**src/rtl/wp_pkg.sv**
```systemverilog
package wp_pkg;
  // Address classes seen by the gate; key offsets take priority over the window.
  typedef enum logic [1:0] {
    RGN_OPEN = 2'd0,
    RGN_PROT = 2'd1,
    RGN_KEY0 = 2'd2,
    RGN_KEY1 = 2'd3
  } wp_region_e;
endpackage

```
**src/rtl/wp_rst_sync.sv**
```systemverilog
module wp_rst_sync #(
  parameter int unsigned STAGES = 2
) (
  input  logic clk,
  input  logic rst_n,
  output logic rst_sync_n
);
  logic [STAGES-1:0] chain_q;
  logic [STAGES-1:0] chain_d;

  always_comb begin
    chain_d = {chain_q[STAGES-2:0], 1'b1};
  end

  always_ff @(posedge clk or negedge rst_n) begin
    if (!rst_n) chain_q <= '0;
    else        chain_q <= chain_d;
  end

  assign rst_sync_n = chain_q[STAGES-1];
endmodule

```
**src/rtl/wp_addr_decode.sv**
```systemverilog
module wp_addr_decode
  import wp_pkg::*;
#(
  parameter int unsigned ADDR_W   = 8,
  parameter int unsigned KEY0_OFF = 'h6C,
  parameter int unsigned KEY1_OFF = 'h70,
  parameter int unsigned PROT_END = 'h9C
) (
  input  logic [ADDR_W-1:0] addr,
  output wp_region_e        region
);
  localparam logic [ADDR_W-1:0] K0 = ADDR_W'(KEY0_OFF);
  localparam logic [ADDR_W-1:0] K1 = ADDR_W'(KEY1_OFF);
  localparam logic [ADDR_W-1:0] PE = ADDR_W'(PROT_END);

  always_comb begin
    if (addr == K0)      region = RGN_KEY0;
    else if (addr == K1) region = RGN_KEY1;
    else if (addr < PE)  region = RGN_PROT;
    else                 region = RGN_OPEN;
  end
endmodule

```
**src/rtl/wp_key_slot.sv**
```systemverilog
module wp_key_slot #(
  parameter int unsigned      DATA_W = 32,
  parameter logic [DATA_W-1:0] MAGIC = '0
) (
  input  logic              clk,
  input  logic              rst_n,
  input  logic              load,
  input  logic              clear,
  input  logic [DATA_W-1:0] wdata,
  output logic [DATA_W-1:0] value,
  output logic              match
);
  logic [DATA_W-1:0] value_q, value_d;
  logic              match_q, match_d;
  logic              en;

  // Clear wins over load; the match flag is precomputed from the next value.
  always_comb begin
    en      = load | clear;
    value_d = clear ? '0 : wdata;
    match_d = (value_d == MAGIC);
  end

  always_ff @(posedge clk or negedge rst_n) begin
    if (!rst_n) begin
      value_q <= '0;
      match_q <= 1'b0;
    end else if (en) begin
      value_q <= value_d;
      match_q <= match_d;
    end
  end

  assign value = value_q;
  assign match = match_q;
endmodule

```
**src/rtl/wp_gate.sv**
```systemverilog
module wp_gate
  import wp_pkg::*;
#(
  parameter int unsigned       ADDR_W       = 8,
  parameter int unsigned       DATA_W       = 32,
  parameter int unsigned       KEY0_OFF     = 'h6C,
  parameter int unsigned       KEY1_OFF     = 'h70,
  parameter int unsigned       PROT_END     = 'h9C,
  parameter logic [DATA_W-1:0] KEY0_MAGIC   = 32'h83E70B13,
  parameter logic [DATA_W-1:0] KEY1_MAGIC   = 32'h95A4F1E0,
  parameter bit                STRICT_ORDER = 1'b1
) (
  input  logic              clk,
  input  logic              rst_n,
  input  logic              bus_wr,
  input  logic              bus_rd,
  input  logic [ADDR_W-1:0] bus_addr,
  input  logic [DATA_W-1:0] bus_wdata,
  output logic              reg_we,
  output logic              key_rsel,
  output logic [DATA_W-1:0] key_rdata,
  output logic              unlocked
);
  localparam int unsigned NKEYS = 2;

  logic       rst_core_n;
  wp_region_e region;

  logic [NKEYS-1:0]             key_load;
  logic [NKEYS-1:0]             key_clear;
  logic [NKEYS-1:0]             key_match;
  logic [NKEYS-1:0][DATA_W-1:0] key_value;
  logic                         wr_k0, wr_k1;

  wp_rst_sync #(.STAGES(2)) u_rst (
    .clk        (clk),
    .rst_n      (rst_n),
    .rst_sync_n (rst_core_n)
  );

  wp_addr_decode #(
    .ADDR_W   (ADDR_W),
    .KEY0_OFF (KEY0_OFF),
    .KEY1_OFF (KEY1_OFF),
    .PROT_END (PROT_END)
  ) u_dec (
    .addr   (bus_addr),
    .region (region)
  );

  assign wr_k0 = bus_wr && (region == RGN_KEY0);
  assign wr_k1 = bus_wr && (region == RGN_KEY1);

  // Sequencing rule for the second key.
  generate
    if (STRICT_ORDER) begin : g_strict
      always_comb begin
        key_load[0]  = wr_k0;
        key_clear[0] = 1'b0;
        key_load[1]  = wr_k1 && key_match[0];
        key_clear[1] = wr_k0;
      end
    end else begin : g_free
      always_comb begin
        key_load[0]  = wr_k0;
        key_clear[0] = 1'b0;
        key_load[1]  = wr_k1;
        key_clear[1] = 1'b0;
      end
    end
  endgenerate

  generate
    for (genvar k = 0; k < NKEYS; k++) begin : g_key
      wp_key_slot #(
        .DATA_W (DATA_W),
        .MAGIC  ((k == 0) ? KEY0_MAGIC : KEY1_MAGIC)
      ) u_slot (
        .clk   (clk),
        .rst_n (rst_core_n),
        .load  (key_load[k]),
        .clear (key_clear[k]),
        .wdata (bus_wdata),
        .value (key_value[k]),
        .match (key_match[k])
      );
    end
  endgenerate

  assign unlocked = &key_match;

  always_comb begin
    reg_we = 1'b0;
    if (bus_wr && rst_core_n) begin
      case (region)
        RGN_OPEN: reg_we = 1'b1;
        RGN_PROT: reg_we = unlocked;
        default:  reg_we = 1'b0;
      endcase
    end
  end

  always_comb begin
    key_rsel  = bus_rd && ((region == RGN_KEY0) || (region == RGN_KEY1));
    key_rdata = '0;
    if (region == RGN_KEY0)      key_rdata = key_value[0];
    else if (region == RGN_KEY1) key_rdata = key_value[1];
  end
endmodule

```
**config.mk**
```make
export PLATFORM = sky130hd
export DESIGN_NAME = wp_gate
export DESIGN_NICKNAME = d
export VERILOG_FILES = /design/src/rtl/wp_pkg.sv /design/src/rtl/wp_rst_sync.sv /design/src/rtl/wp_addr_decode.sv /design/src/rtl/wp_key_slot.sv /design/src/rtl/wp_gate.sv
export SDC_FILE = /design/constraint.sdc
export NUM_CORES = 1
export LEC_CHECK = 0
export ABC_CLOCK_PERIOD_IN_PS = 4000
export BUFFER_PORTS_ARGS = -buffer_cell sky130_fd_sc_hd__buf_2
export CORE_ASPECT_RATIO = 1.2
export CORE_MARGIN = 10
export CORE_UTILIZATION = 45
export DETAILED_ROUTE_END_ITERATION = 12
export HOLD_SLACK_MARGIN = 0.15
export PLACE_DENSITY = 0.82
export SLEW_MARGIN = 20
export SYNTH_ARGS = -nofsm -noshare
export SYNTH_HDL_FRONTEND = slang
export SYNTH_SLANG_ARGS = --single-unit
```
**constraint.sdc**
```tcl
create_clock -name clk -period 4 [get_ports clk]
set_clock_uncertainty 0.05 [all_clocks]
set_input_delay 0.2 -clock clk [delete_from_list [all_inputs] [get_ports clk]]
set_output_delay 0.2 -clock clk [all_outputs]
set_load 0.005 [all_outputs]
```
Word-level counts from Yosys, hierarchy flattened
Cells that the tools add are included.
{"block": "totals", "register_bits": 68, "latchBits": 0, "ram_bits": 0, "mem_bits_ro": 0, "inputBits": 44, "out_inout_bits": 35, "word_cells": 30, "n_memories": 0}
{"block": "classes", "addsub": 0, "mul": 0, "div": 0, "order_cmp": 1, "n_eq_ne": 7, "n_shift": 0, "mux": 8, "n_bitwise": 1, "n_reduce_logical": 8}
{"cell": "$mux 32", "count": 3}
{"cell": "$eq 32x32->1 const B", "count": 2}
{"cell": "$eq 8x7->1 const B", "count": 2}
{"cell": "$lt 8x8->1 const B", "count": 1}
{"cell": "$logic_and 1x1->1", "count": 5}
{"cell": "$eq 2x2->1 const B", "count": 2}
{"cell": "$mux 2", "count": 2}
{"cell": "$eq 2x1->1 const B", "count": 1}
{"cell": "$logic_not 2->1", "count": 1}
{"cell": "$mux 1", "count": 2}
{"cell": "$pmux 1 s2", "count": 1}
{"cell": "$reduce_and 2->1", "count": 1}
{"cell": "$logic_or 1x1->1", "count": 1}
{"cell": "$or 1x1->1", "count": 1}

Logic depth before layout (Yosys ltp)
Gate-level depths: netlist of the first run.
{"block": "logic_depth", "ltp_word": 8, "depth_mapped": 5, "ltp_nobuf": 4}

Modules after synthesis
From an unflattened synthesis of the first run, not the netlist that was laid out.
{"block": "unflattened", "hier_cells": 328, "area_unflattened_um2": 3557.2}
{"module": "wp_key_slot (g_key[0].u_slot)", "instances": 1, "cells_per_inst": 118, "area_per_inst_um2": 1400.1}
{"module": "wp_key_slot (g_key[1].u_slot)", "instances": 1, "cells_per_inst": 118, "area_per_inst_um2": 1393.8}
{"module": "wp_gate", "instances": 1, "cells_per_inst": 81, "area_per_inst_um2": 648.1}
{"module": "wp_addr_decode", "instances": 1, "cells_per_inst": 8, "area_per_inst_um2": 61.3}
{"module": "wp_rst_sync", "instances": 1, "cells_per_inst": 3, "area_per_inst_um2": 53.8}

Least setup slack after synthesis of the first run
No wires, ideal clock.
{"block": "synth_path", "path_kind": "register to output", "from": "reg u_rst.chain_q[1]", "to": "out reg_we", "arrival_time_ns": 2.175, "path_slack_ns": 1.575, "stages_incl_launch_ff": 3, "cell_sequence": "dfrtp_1 nand2_1 nor4_1"}
{"block": "synth_between", "elab_chain_cells": 2}
{"item": "start, declared", "line": "wp_rst_sync.sv:8", "text": "logic [STAGES-1:0] chain_q;"}
{"item": "start signal, assigned", "line": "wp_rst_sync.sv:17", "text": "else chain_q <= chain_d;"}
{"item": "$logic_and 1x1->1", "line": "wp_gate.sv:94", "text": "if (bus_wr && rst_core_n) begin"}
{"item": "$mux 1", "line": "wp_gate.sv:94"}
{"item": "end, declared", "line": "wp_gate.sv:19", "text": "output logic reg_we,"}
Every way passes these cells.

Final worst setup path of the first run
Ends and elaborated chain as after synthesis.

==> results by group, run 1 <==
Logic synthesis
  – Cell count after synthesis: ~220
  – Mapped Area: 3050 µm²
  – Yosys Warn Count: 0
  – Post-Syn Area per Cell: 13.62 µm²
  – Sequential fraction of the synthesis area: between 50% and 60%
  – FFs w/ async S/R, synth: 100.0%
  – Synthesized flop and latch total: 68
  – Top_reg_cell synth: dfrtp_1
  – Post-synth EDFFs: 0
  – Syn Nets: 268
  – Netlist cell types: 32

Die
  – Num rows: 32
  – Core ar.: between 6000 and 7000 µm²
  – Starting Density: 46.74%
  – Die height: 110.2 µm
  – Die area: between 10,000 and 15,000 µm²
  – IO Count: 79
  – Die X-Extent: 95.16 µm

Clock network
  – CTS buffer count: 9
  – H-tree levels: 3
  – Root buf cell: clkbuf_8
  – Post-CTS Resized: 0
  – Hold buffer count at cts: 34
  – CTS max path bufs: 2
  – Setup bufs post-CTS: 0
  – CTS tree: built
  – Worst skew pair latency: 0.34 ns
  – Clk slew on worst S/H paths: 0.07 ns
  – Clk sinks: 68

Setup path
  – Critical Path End Type: primary output
  – Cell family with most CP delay: buffers and inverters
  – CP max stage delay: 0.65 ns
  – Type of origin of the critical path: flip-flop
  – Required time worst endpoint: 3.75 ns
  – Slowest-stage cell, CP: buf_4
  – Critical setup path kind: reg -> out
  – CP max FO: between 60 and 70
  – Buf/Inv on CP: 2
  – Crit path DAT: 1.86 ns
  – CP cell instances: buf_4 -> nand2_1 -> nor4_1 -> buf_2

Final layout
  – Layout cells sized above 1: 41.47%
  – Fill count: ~500
  – Ant diodes: 0
  – Area growth, synth to finish: 33.35%
  – Number of standard cells in the final layout excluding fillers: 425
  – Nets: between 300 and 400

Placed design
  – Dpl hpwl: roughly 5.4 mm
  – Placed Cells: approximately 380
  – Buffers on Ports: roughly 80
  – Placer Congestion: 0.8306

STA
  – Final number of hold-violating endpoints: 0
  – Actual slew at the worst max-slew pin: 0.8280 ns
  – Setup TNS: 0 ns
  – Tmin final: 2.106 ns
  – Final period utilization: 52.64%
  – Slew headroom: 44.80%
  – Slew Viols, Final: 0
  – Max Clock Freq: 0.4749 GHz
  – RSZ-0062 raised after global routing: no
  – Setup Viol. Count Final: 0

Global route
  – Overflow after GRT: 0
  – Total global-route track usage: 16.55%
  – Vias in the first global route: 2,666
  – Largest net degree at the start of global routing: 68
  – First-pass GRT wire length: 13.64 mm
  – Initial antenna violation count: 0

Drt
  – Vias per cell: roughly 5.6
  – Vias after detailed routing: roughly 2,400
  – # DRC: 0
  – Post-detailed-route count of antenna-violating nets: 0
  – Detailed Route WL: roughly 8.4 mm
  – Drt first-iter violations: 165
  – Pre-antenna DRT Iters: 4
  – Routed length per placed instance: 19.76 µm

Power and ir drop
  – P per Cell Area: 371.8 nW/µm²
  – Static leakage: 0.002085 µW
  – VDD IR max: around 380 µV

Status
  – Status: complete, no violations

Run
  – MaxCap Viol Count: 0

Hold path
  – Worst Hold Class: reg -> reg
-- report_power, final --
| group | switching, µW | total (µW) | internal [µW] | leakage, µW |
|---|---|---|---|---|
| clock network | 278 | 696 | 418 | 0.000120 |
| logic | 49.2 | 105 | 55.5 | 0.00103 |
| registers | 8.03 | 711 | 703 | 0.000939 |
| total | 336 | 1510 | 1180 | 0.00209 |
-- synthesized netlist by cell type (3+ instances only) --
master   instances  share of area, %
dfrtp_1         68                56
a22o_1          62                18
mux2_2          32                12
buf_2           13               2.1
nand2_1          7              0.86
nand4_1          4              0.82
nor4_1           4              0.82
buf_6            3               1.1
-- flip-flops by register name, summed over array words and instances (netlist names) --
| register | cells |
|---|---|
| g_key.u_slot.match | 2 |
| g_key.u_slot.value | 64 |
| u_rst.chain_q | 2 |
-- path summary, 6_finish.rpt --
path	slack, ns	cells after the start	to	startpoint
max	1.89	4	reg_we	u_rst.chain_q[1]
min	0.32	0	u_rst.chain_q[1]	u_rst.chain_q[0]
max reg2reg	2.09	4	g_key[1].u_slot.match	g_key[0].u_slot.match
min reg2reg	0.32	0	u_rst.chain_q[1]	u_rst.chain_q[0]
max in group asynchronous	2.97	1	g_key[1].u_slot.value[19]	u_rst.chain_q[1]
min in group asynchronous	0.41	1	g_key[0].u_slot.value[16]	u_rst.chain_q[1]
-- per-layer routing --
layer  global-route usage (%)  share of wire [%]  up-vias  wire, µm
met5                        0                  0        -         0
met4                    6.638                1.3        0       113
met3                    5.210                7.2        9       602
met2                    27.02                 50       82      4205
met1                    19.85                 41     1196      3478
li1                         -                  -     1098         -
-- placed cells by master (no fill, tap or decap), drive strengths merged, types with 3 or more instances in the layout --
cell / netlist / routed
buf: 16 / 82
dfrtp: 68 / 68
nand4: 4 / 4
nor2: 3 / 3
mux2: 32 / 32
bufinv: 0 / 3
clkbuf: 0 / 9
nor3: 3 / 3
a22o: 64 / 64
nand2: 8 / 8
dlygate4sd3: 0 / 34
nor4: 4 / 4
-- logic make-up after synthesis --
family	synth area share, %
AND/OR/NAND/NOR	8.860
flip-flops	55.78
multiplexers	11.81
AO/OA/AOI/OAI	20.18
other	0.1229
buffers and inverters	3.240
-- metrics by stage --
step           hold WS [ns]  setup WS [ns]  utilization (%)  instance area (µm²)  total power [µW]
6_report             0.3164          1.894            62.33                 4068              1512
5_1_grt              0.3283          1.722            62.33                 4068              1572
4_1_cts              0.3170          1.835            62.33                 4068              1524
3_5_place_dp       -0.05748          2.024            53.32                 3480             804.1
3_3_place_gp       -0.05856          2.062            53.32                 3480             800.1
2_1_floorplan       -0.1456          1.575                -                 3050             755.7
-- area by class of cell --
class | count | area (µm²) | share of cell area (%)
multi-input combinational | 140 | 1250 | 30.73
tap | 85 | 106.4 | 2.615
sequential | 68 | 1703 | 41.86
timing repair buffer | 116 | 760.7 | 18.70
clock inverter | 7 | 123.9 | 3.045
clock buffer | 9 | 123.9 | 3.045
(Power assumes the default switching activity.)
==> run 2: changes to the inputs <==
--- a/config.mk
+++ b/config.mk
@@ -5,7 +5,7 @@
 export SDC_FILE = /design/constraint.sdc
 export NUM_CORES = 1
 export LEC_CHECK = 0
-export ABC_CLOCK_PERIOD_IN_PS = 4000
+export ABC_CLOCK_PERIOD_IN_PS = 2200
 export BUFFER_PORTS_ARGS = -buffer_cell sky130_fd_sc_hd__buf_2
 export CORE_ASPECT_RATIO = 1.2
 export CORE_MARGIN = 10
==> constraint.sdc (replaced) <==
create_clock -name clk -period 2.2 [get_ports clk]
set_clock_uncertainty 0.05 [all_clocks]
set_input_delay 0.11 -clock clk [delete_from_list [all_inputs] [get_ports clk]]
set_output_delay 0.11 -clock clk [all_outputs]
set_load 0.005 [all_outputs]
==> results by group, run 2 (synthesis gave the netlist of run 1 again) <==
Clock network
  – CTS max path bufs: 2
  – Post-CTS Resized: 0
  – Root buf cell: clkbuf_8
  – Clk slew on worst S/H paths: about 0.07 ns
  – Worst skew pair latency: 0.35 ns
  – Setup bufs post-CTS: 0
  – H-tree levels: 3
  – CTS tree: built
  – Clk sinks: slightly below 70
  – CTS buffer count: 9
  – Hold buffer count at cts: 34

Placed design
  – Buffers on Ports: 78
  – Placer Congestion: 0.8610
  – Dpl hpwl: 5.676 mm

Die
  – Core ar.: about 6500 µm²
  – Starting Density: 46.74%
  – Die X-Extent: 95.16 µm
  – Die area: approximately 10,000 µm²
  – Die height: about 110 µm
  – IO Count: 79
  – Num rows: 32

STA
  – Actual slew at the worst max-slew pin: 0.8122 ns
  – Hold slack: 0.3092 ns
  – Setup TNS: 0 ns
  – Max Clock Freq: between 0.5 and 0.6 GHz
  – RSZ-0062 raised after global routing: no
  – Slew headroom: 45.85%
  – Slew Viols, Final: 0
  – Tmin final: 1.942 ns
  – Setup Viol. Count Final: 0
  – Final period utilization: 88.26%
  – Final number of hold-violating endpoints: 0

Setup path
  – Critical setup path kind: in -> reg
  – Worst-case reg-to-reg path depth: 5
  – Crit path depth: 6
  – Required time worst endpoint: 2.42 ns
  – Cell family with most CP delay: simple AND/OR/NAND/NOR gates
  – Start point of the critical path: bus_wdata[10]
  – CP cell instances: dlygate4sd3_1 -> buf_2 -> or4_1 -> nor4_1 -> nand4_1 -> o21ai_0
  – R2r startpoint: g_key[0].u_slot.match
  – Critical Path End Type: flip-flop
  – Slowest-stage cell, CP: or4_1
  – FF-to-FF setup slack: 0.60 ns
  – Crit path DAT: between 2 and 2.5 ns
  – Buf/Inv on CP: 2
  – CP max FO: 3
  – Type of origin of the critical path: input port
  – Reg2reg end: g_key[1].u_slot.match
  – Critical path capture point: g_key[0].u_slot.match
  – CP max stage delay: 0.56 ns

Hold path
  – Worst Hold Class: reg -> reg
  – Worst Hold Path Cells: 0

Final layout
  – Final Core Density: 62.42%
  – Ant diodes: 0
  – Area growth, synth to finish: 33.55%
  – Max reg flops: 64
  – Layout cells sized above 1: 42.03%
  – Nets: between 300 and 400
  – Commonest non-fill, non-tap cells in the layout: buf_2, dfrtp_1, a22o_1, dlygate4sd3_1, mux2_2
  – Commonest non-fill, non-tap cell in the layout: buf_2

Drt
  – # DRC: 0
  – Pre-antenna DRT Iters: 4
  – Detailed Route WL: 8.563 mm
  – Post-detailed-route count of antenna-violating nets: 0
  – Drt first-iter violations: 142
  – Vias per cell: 5.642
  – Routed length per placed instance: 19.91 µm
  – Vias after detailed routing: 2,426

Global route
  – Largest net degree at the start of global routing: 67
  – First-pass GRT wire length: around 14 mm
  – Total global-route track usage: 16.79%
  – Initial antenna violation count: 0
  – Overflow after GRT: 0
  – Vias in the first global route: 2,576

Power and ir drop
  – Net Sw Power: about 600 µW
  – VDD IR max: 396.8 µV
  – Switch share: 22.94%
  – Comb pwr share: 7.3%
  – Register share of total power: roughly half
  – Static leakage: between 0.002 and 0.0025 µW
  – Clock power share: around 43%
  – P per Cell Area: 642.9 nW/µm²
  – Internal Pwr Total: just over 2000 µW

Run
  – MaxCap Viol Count: 0

Status
  – Status: complete, no violations
## run 2: per-layer routing
| layer | global-route usage (%) | vias to the layer above | share of wire (%) |
|---|---|---|---|
| met2 | 27.51 | 102 | 49 |
| met1 | 20.19 | 1203 | 41 |
| met4 | 5.889 | 0 | 1.6 |
| li1 | - | 1110 | - |
| met3 | 5.616 | 11 | 8.1 |
| met5 | 0 | - | 0 |
## run 2: power by group through the flow
stage / Combinational (µW) / Clock (µW) / Sequential (µW)
finish: 192 / 1130 / 1290
global route: 211 / 1200 / 1300
CTS: 192 / 1140 / 1290
detailed placement: 144 / 0 / 1320
global placement: 140 / 0 / 1320
floorplan: 43.7 / 0 / 1330
## run 2: area by class of cell
cell class | instances | area [µm²]
Fill cell | 519 | 2452
Sequential cell | 68 | 1703
Multi-Input combinational cell | 140 | 1250
Timing Repair Buffer | 121 | 798.3
Clock buffer | 10 | 127.6
Tap cell | 85 | 106.4
Clock inverter | 6 | 88.84
## run 2: how the worst min path moves through the flow
| stage | startpoint | end | slack (ns) |
|---|---|---|---|
| 2_1_floorplan | rst_n | u_rst.chain_q[0] | -0.24 |
| 3_3_place_gp | rst_n | u_rst.chain_q[0] | -0.14 |
| 3_5_place_dp | rst_n | u_rst.chain_q[0] | -0.14 |
| 4_1_cts | u_rst.chain_q[0] | u_rst.chain_q[1] | 0.31 |
| 5_1_grt | u_rst.chain_q[0] | u_rst.chain_q[1] | 0.33 |
| 6_report | u_rst.chain_q[0] | u_rst.chain_q[1] | 0.31 |
## run 2: stage by stage
step / power [µW] / setup slack [ns] / instance area (µm²) / std cells
after floorplan: 1374 / 0.5254 / 3052 / 224
after global placement: 1456 / 0.5406 / 3517 / 380
after detailed placement: 1462 / 0.4982 / 3517 / 380
after CTS: 2625 / 0.2584 / 4074 / 430
after global routing: 2711 / 0.1681 / 4074 / 430
final: 2619 / 0.2582 / 4074 / 430
==> run 3: changes to the inputs <==
--- a/config.mk
+++ b/config.mk
@@ -5,6 +5,7 @@
 export SDC_FILE = /design/constraint.sdc
 export NUM_CORES = 1
 export LEC_CHECK = 0
+export ABC_AREA = 1
 export ABC_CLOCK_PERIOD_IN_PS = 2200
 export BUFFER_PORTS_ARGS = -buffer_cell sky130_fd_sc_hd__buf_2
 export CORE_ASPECT_RATIO = 1.2
@@ -12,7 +13,7 @@
 export CORE_UTILIZATION = 45
 export DETAILED_ROUTE_END_ITERATION = 12
 export HOLD_SLACK_MARGIN = 0.15
-export PLACE_DENSITY = 0.82
+export PLACE_DENSITY = 0.81
 export SLEW_MARGIN = 20
 export SYNTH_ARGS = -nofsm -noshare
 export SYNTH_HDL_FRONTEND = slang
==> results by group, run 3 <==
Logic synthesis
  – Synth Area in Compound Gates: 10.97%
  – Post-synth top area share: about half
  – Syn Nets: 454
  – Top_reg_cell synth: dfrtp_1
  – Count leader, synth: nand2_1
  – Post-synth EDFFs: 0
  – Netlist cell types: 20
  – Synth area leader: dfrtp_1
  – Sequential fraction of the synthesis area: 51.97%
  – Cell count after synthesis: 410
  – Synthesized flop and latch total: a little under 70
  – Adder-Cell Fraction of Synth Area: 0%
  – Post-Syn Area per Cell: 7.986 µm²
  – Largest family of logic cells by synthesized area: simple AND/OR/NAND/NOR gates
  – Synth cell count leaders: nand2_1, dfrtp_1, nand3_1
  – Synth Area in Simple Gates: a little under a third
  – Synth area leaders: dfrtp_1, nand2_1, a22o_1
  – Mapped Area: 3274 µm²
  – Yosys Warn Count: 0
  – Fraction of synthesized area in multiplexers: 0%
  – Synth Area in XOR/XNOR: 0%
  – FFs w/ async S/R, synth: 100.0%

Placed design
  – Placer Congestion: ~0.8
  – Cell Area, Placed: 3742 µm²
  – Buffers on Ports: 78
  – Dpl hpwl: about 6.3 mm

Final layout
  – Final std cell area, no fill: 4319 µm²
  – Max reg flops: 64
  – Ant diodes: 0
  – Nets: 564
  – Commonest non-fill, non-tap cell in the layout: nand2_1
  – Final Core Density: 60.08%
  – Commonest non-fill, non-tap cells in the layout: nand2_1, buf_2, dfrtp_1, nand3_1, dlygate4sd3_1
  – Area growth, synth to finish: 31.91%
  – Layout cells sized above 1: 20.38%

Die
  – Starting Density: 45.54%
  – Die area: 11,100 µm²
  – IO Count: 79
  – Die X-Extent: roughly 100 µm
  – Num rows: 34
  – Die height: 113.4 µm
  – Core ar.: 7189 µm²

Clock network
  – Setup bufs post-CTS: 0
  – CTS max path bufs: 2
  – Root buf cell: clkbuf_8
  – CTS buffer count: 9
  – Clk slew on worst S/H paths: 0.08 ns
  – Worst skew pair latency: roughly 0.33 ns
  – Clk sinks: 68
  – CTS tree: built
  – H-tree levels: 3

Drt
  – Detailed Route WL: 9.192 mm
  – Routed length per placed instance: 14.95 µm
  – Post-detailed-route count of antenna-violating nets: 0
  – # DRC: 0
  – Vias after detailed routing: ~3,200
  – Vias per cell: roughly 5.2
  – Drt first-iter violations: 180
  – Pre-antenna DRT Iters: 5

Power and ir drop
  – Clock power share: 43.9%
  – P per Cell Area: 618.8 nW/µm²
  – Static leakage: 0.002446 µW
  – VDD IR max: 323.9 µV
  – Net Sw Power: 597.6 µW
  – Register share of total power: between 40% and 50%
  – Comb pwr share: under 10%
  – Total Power: 2673 µW
  – Internal Pwr Total: 2075 µW
  – Switch share: 22.36%

Status
  – Status: complete, no violations

Setup path
  – Required time worst endpoint: 2.37 ns
  – CP max stage delay: roughly 0.73 ns
  – CP cell instances: buf_2 -> inv_1 -> nand2_1 -> nor2_1 -> nand2_1 -> nor2_4 -> clkinv_2 -> o21ai_0
  – Critical Path End Type: flip-flop
  – Critical setup path kind: in -> reg
  – Crit path DAT: 1.96 ns
  – Slowest-stage cell, CP: clkinv_2
  – Most frequent CP cell: nand2_1
  – Cell family with most CP delay: buffers and inverters
  – Buf/Inv on CP: 3
  – Type of origin of the critical path: input port
  – CP max FO: 79

STA
  – Slew Viols, Final: 0
  – Tmin final: 1.786 ns
  – Slew headroom: 34.62%
  – RSZ-0062 raised after global routing: no
  – Final number of hold-violating endpoints: 0
  – Max Clock Freq: 0.5599 GHz
  – Actual slew at the worst max-slew pin: between 0.9 and 1 ns
  – Final period utilization: between 80% and 90%
  – Setup TNS: 0 ns
  – Setup Viol. Count Final: 0

Global route
  – First-pass GRT wire length: 15.30 mm
  – Initial antenna violation count: 0
  – Largest net degree at the start of global routing: 80
  – Overflow after GRT: 0
  – Vias in the first global route: 3,204
  – Total global-route track usage: 16.58%

Hold path
  – Worst Hold Class: reg -> reg

Run
  – MaxCap Viol Count: 0
-- run 3: cell count changes after synthesis, sizes merged, moves of 5 or more --
cell	previous run	this run
nand2	8	166
nand3	1	38
a22o	64	31
mux2	32	0
inv	0	29
nor2	3	29
o21ai	1	15
clkbuf	0	5
-- run 3: final timing paths --
kind	startpoint	end	slack [ns]	cells after the start
worst max-delay path	bus_addr[7]	g_key[0].u_slot.value[18]	0.41	8
worst min-delay path	u_rst.chain_q[0]	u_rst.chain_q[1]	0.30	0
worst max register to register	g_key[0].u_slot.match	g_key[1].u_slot.value[4]	0.85	6
worst min register to register	u_rst.chain_q[0]	u_rst.chain_q[1]	0.30	0
max in group asynchronous	u_rst.chain_q[1]	g_key[1].u_slot.value[28]	1.07	1
min in group asynchronous	u_rst.chain_q[1]	g_key[1].u_slot.value[22]	0.47	1
-- run 3: worst register-to-register path, stage by stage (launching register included) --
cell and delay, ns:
dfrtp_1 0.38, nand2_1 0.06, nand3b_1 0.19, inv_1 0.21, buf_4 0.25, nand2_1 0.09
nand2_1 0.07
-- run 3: cells by family (layout without fill, tap and decap cells) --
| logic type | Yosys count | after routing |
|---|---|---|
| AO/OA/AOI/OAI | 48 | 48 |
| buffers and inverters | 51 | 166 |
| flip-flops | 68 | 68 |
| other | 1 | 1 |
| AND/OR/NAND/NOR | 242 | 242 |
-- run 3: area by class of cell --
cell class | count | area [µm²]
Tap cell | 90 | 112.6
Timing Repair Buffer | 121 | 810.8
Fill cell | 589 | 2870
Multi-Input combinational cell | 291 | 1348
Sequential cell | 68 | 1703
Clock buffer | 11 | 151.4
Clock inverter | 5 | 83.83
Inverter | 29 | 110.1
-- run 3: power groups by stage --
stage          Clock (µW)  Combinational [µW]  Sequential (µW)
2_1_floorplan           0                53.6             1330
3_3_place_gp            0                 148             1320
3_5_place_dp            0                 153             1320
4_1_cts              1190                 202             1300
5_1_grt              1250                 229             1300
6_report             1170                 201             1300
-- run 3: per-layer routing --
layer	part of all wire, %	vias to the layer above	global-route usage [%]
met5	0	-	0
met4	2.9	0	6.990
met3	6.8	25	3.993
met2	52	138	29.78
met1	38	1490	18.21
li1	-	1535	-
-- run 3: stage by stage --
stage | hold WS (ns) | std cells | setup WS, ns
4_1_cts | 0.3039 | 615 | 0.5936
3_5_place_dp | -0.1466 | 565 | 0.3447
5_1_grt | 0.3107 | 615 | 0.2228
3_3_place_gp | -0.1494 | 565 | 0.4493
6_report | 0.3021 | 615 | 0.4140
2_1_floorplan | -0.2356 | 410 | 0.6279
-- run 3: what timing repair did --
item	4_1_cts	5_1_grt
gates resized for setup	0	0
endpoints found under the hold margin	68	0
hold buffers	34	0
endpoints found under the setup margin	0	0
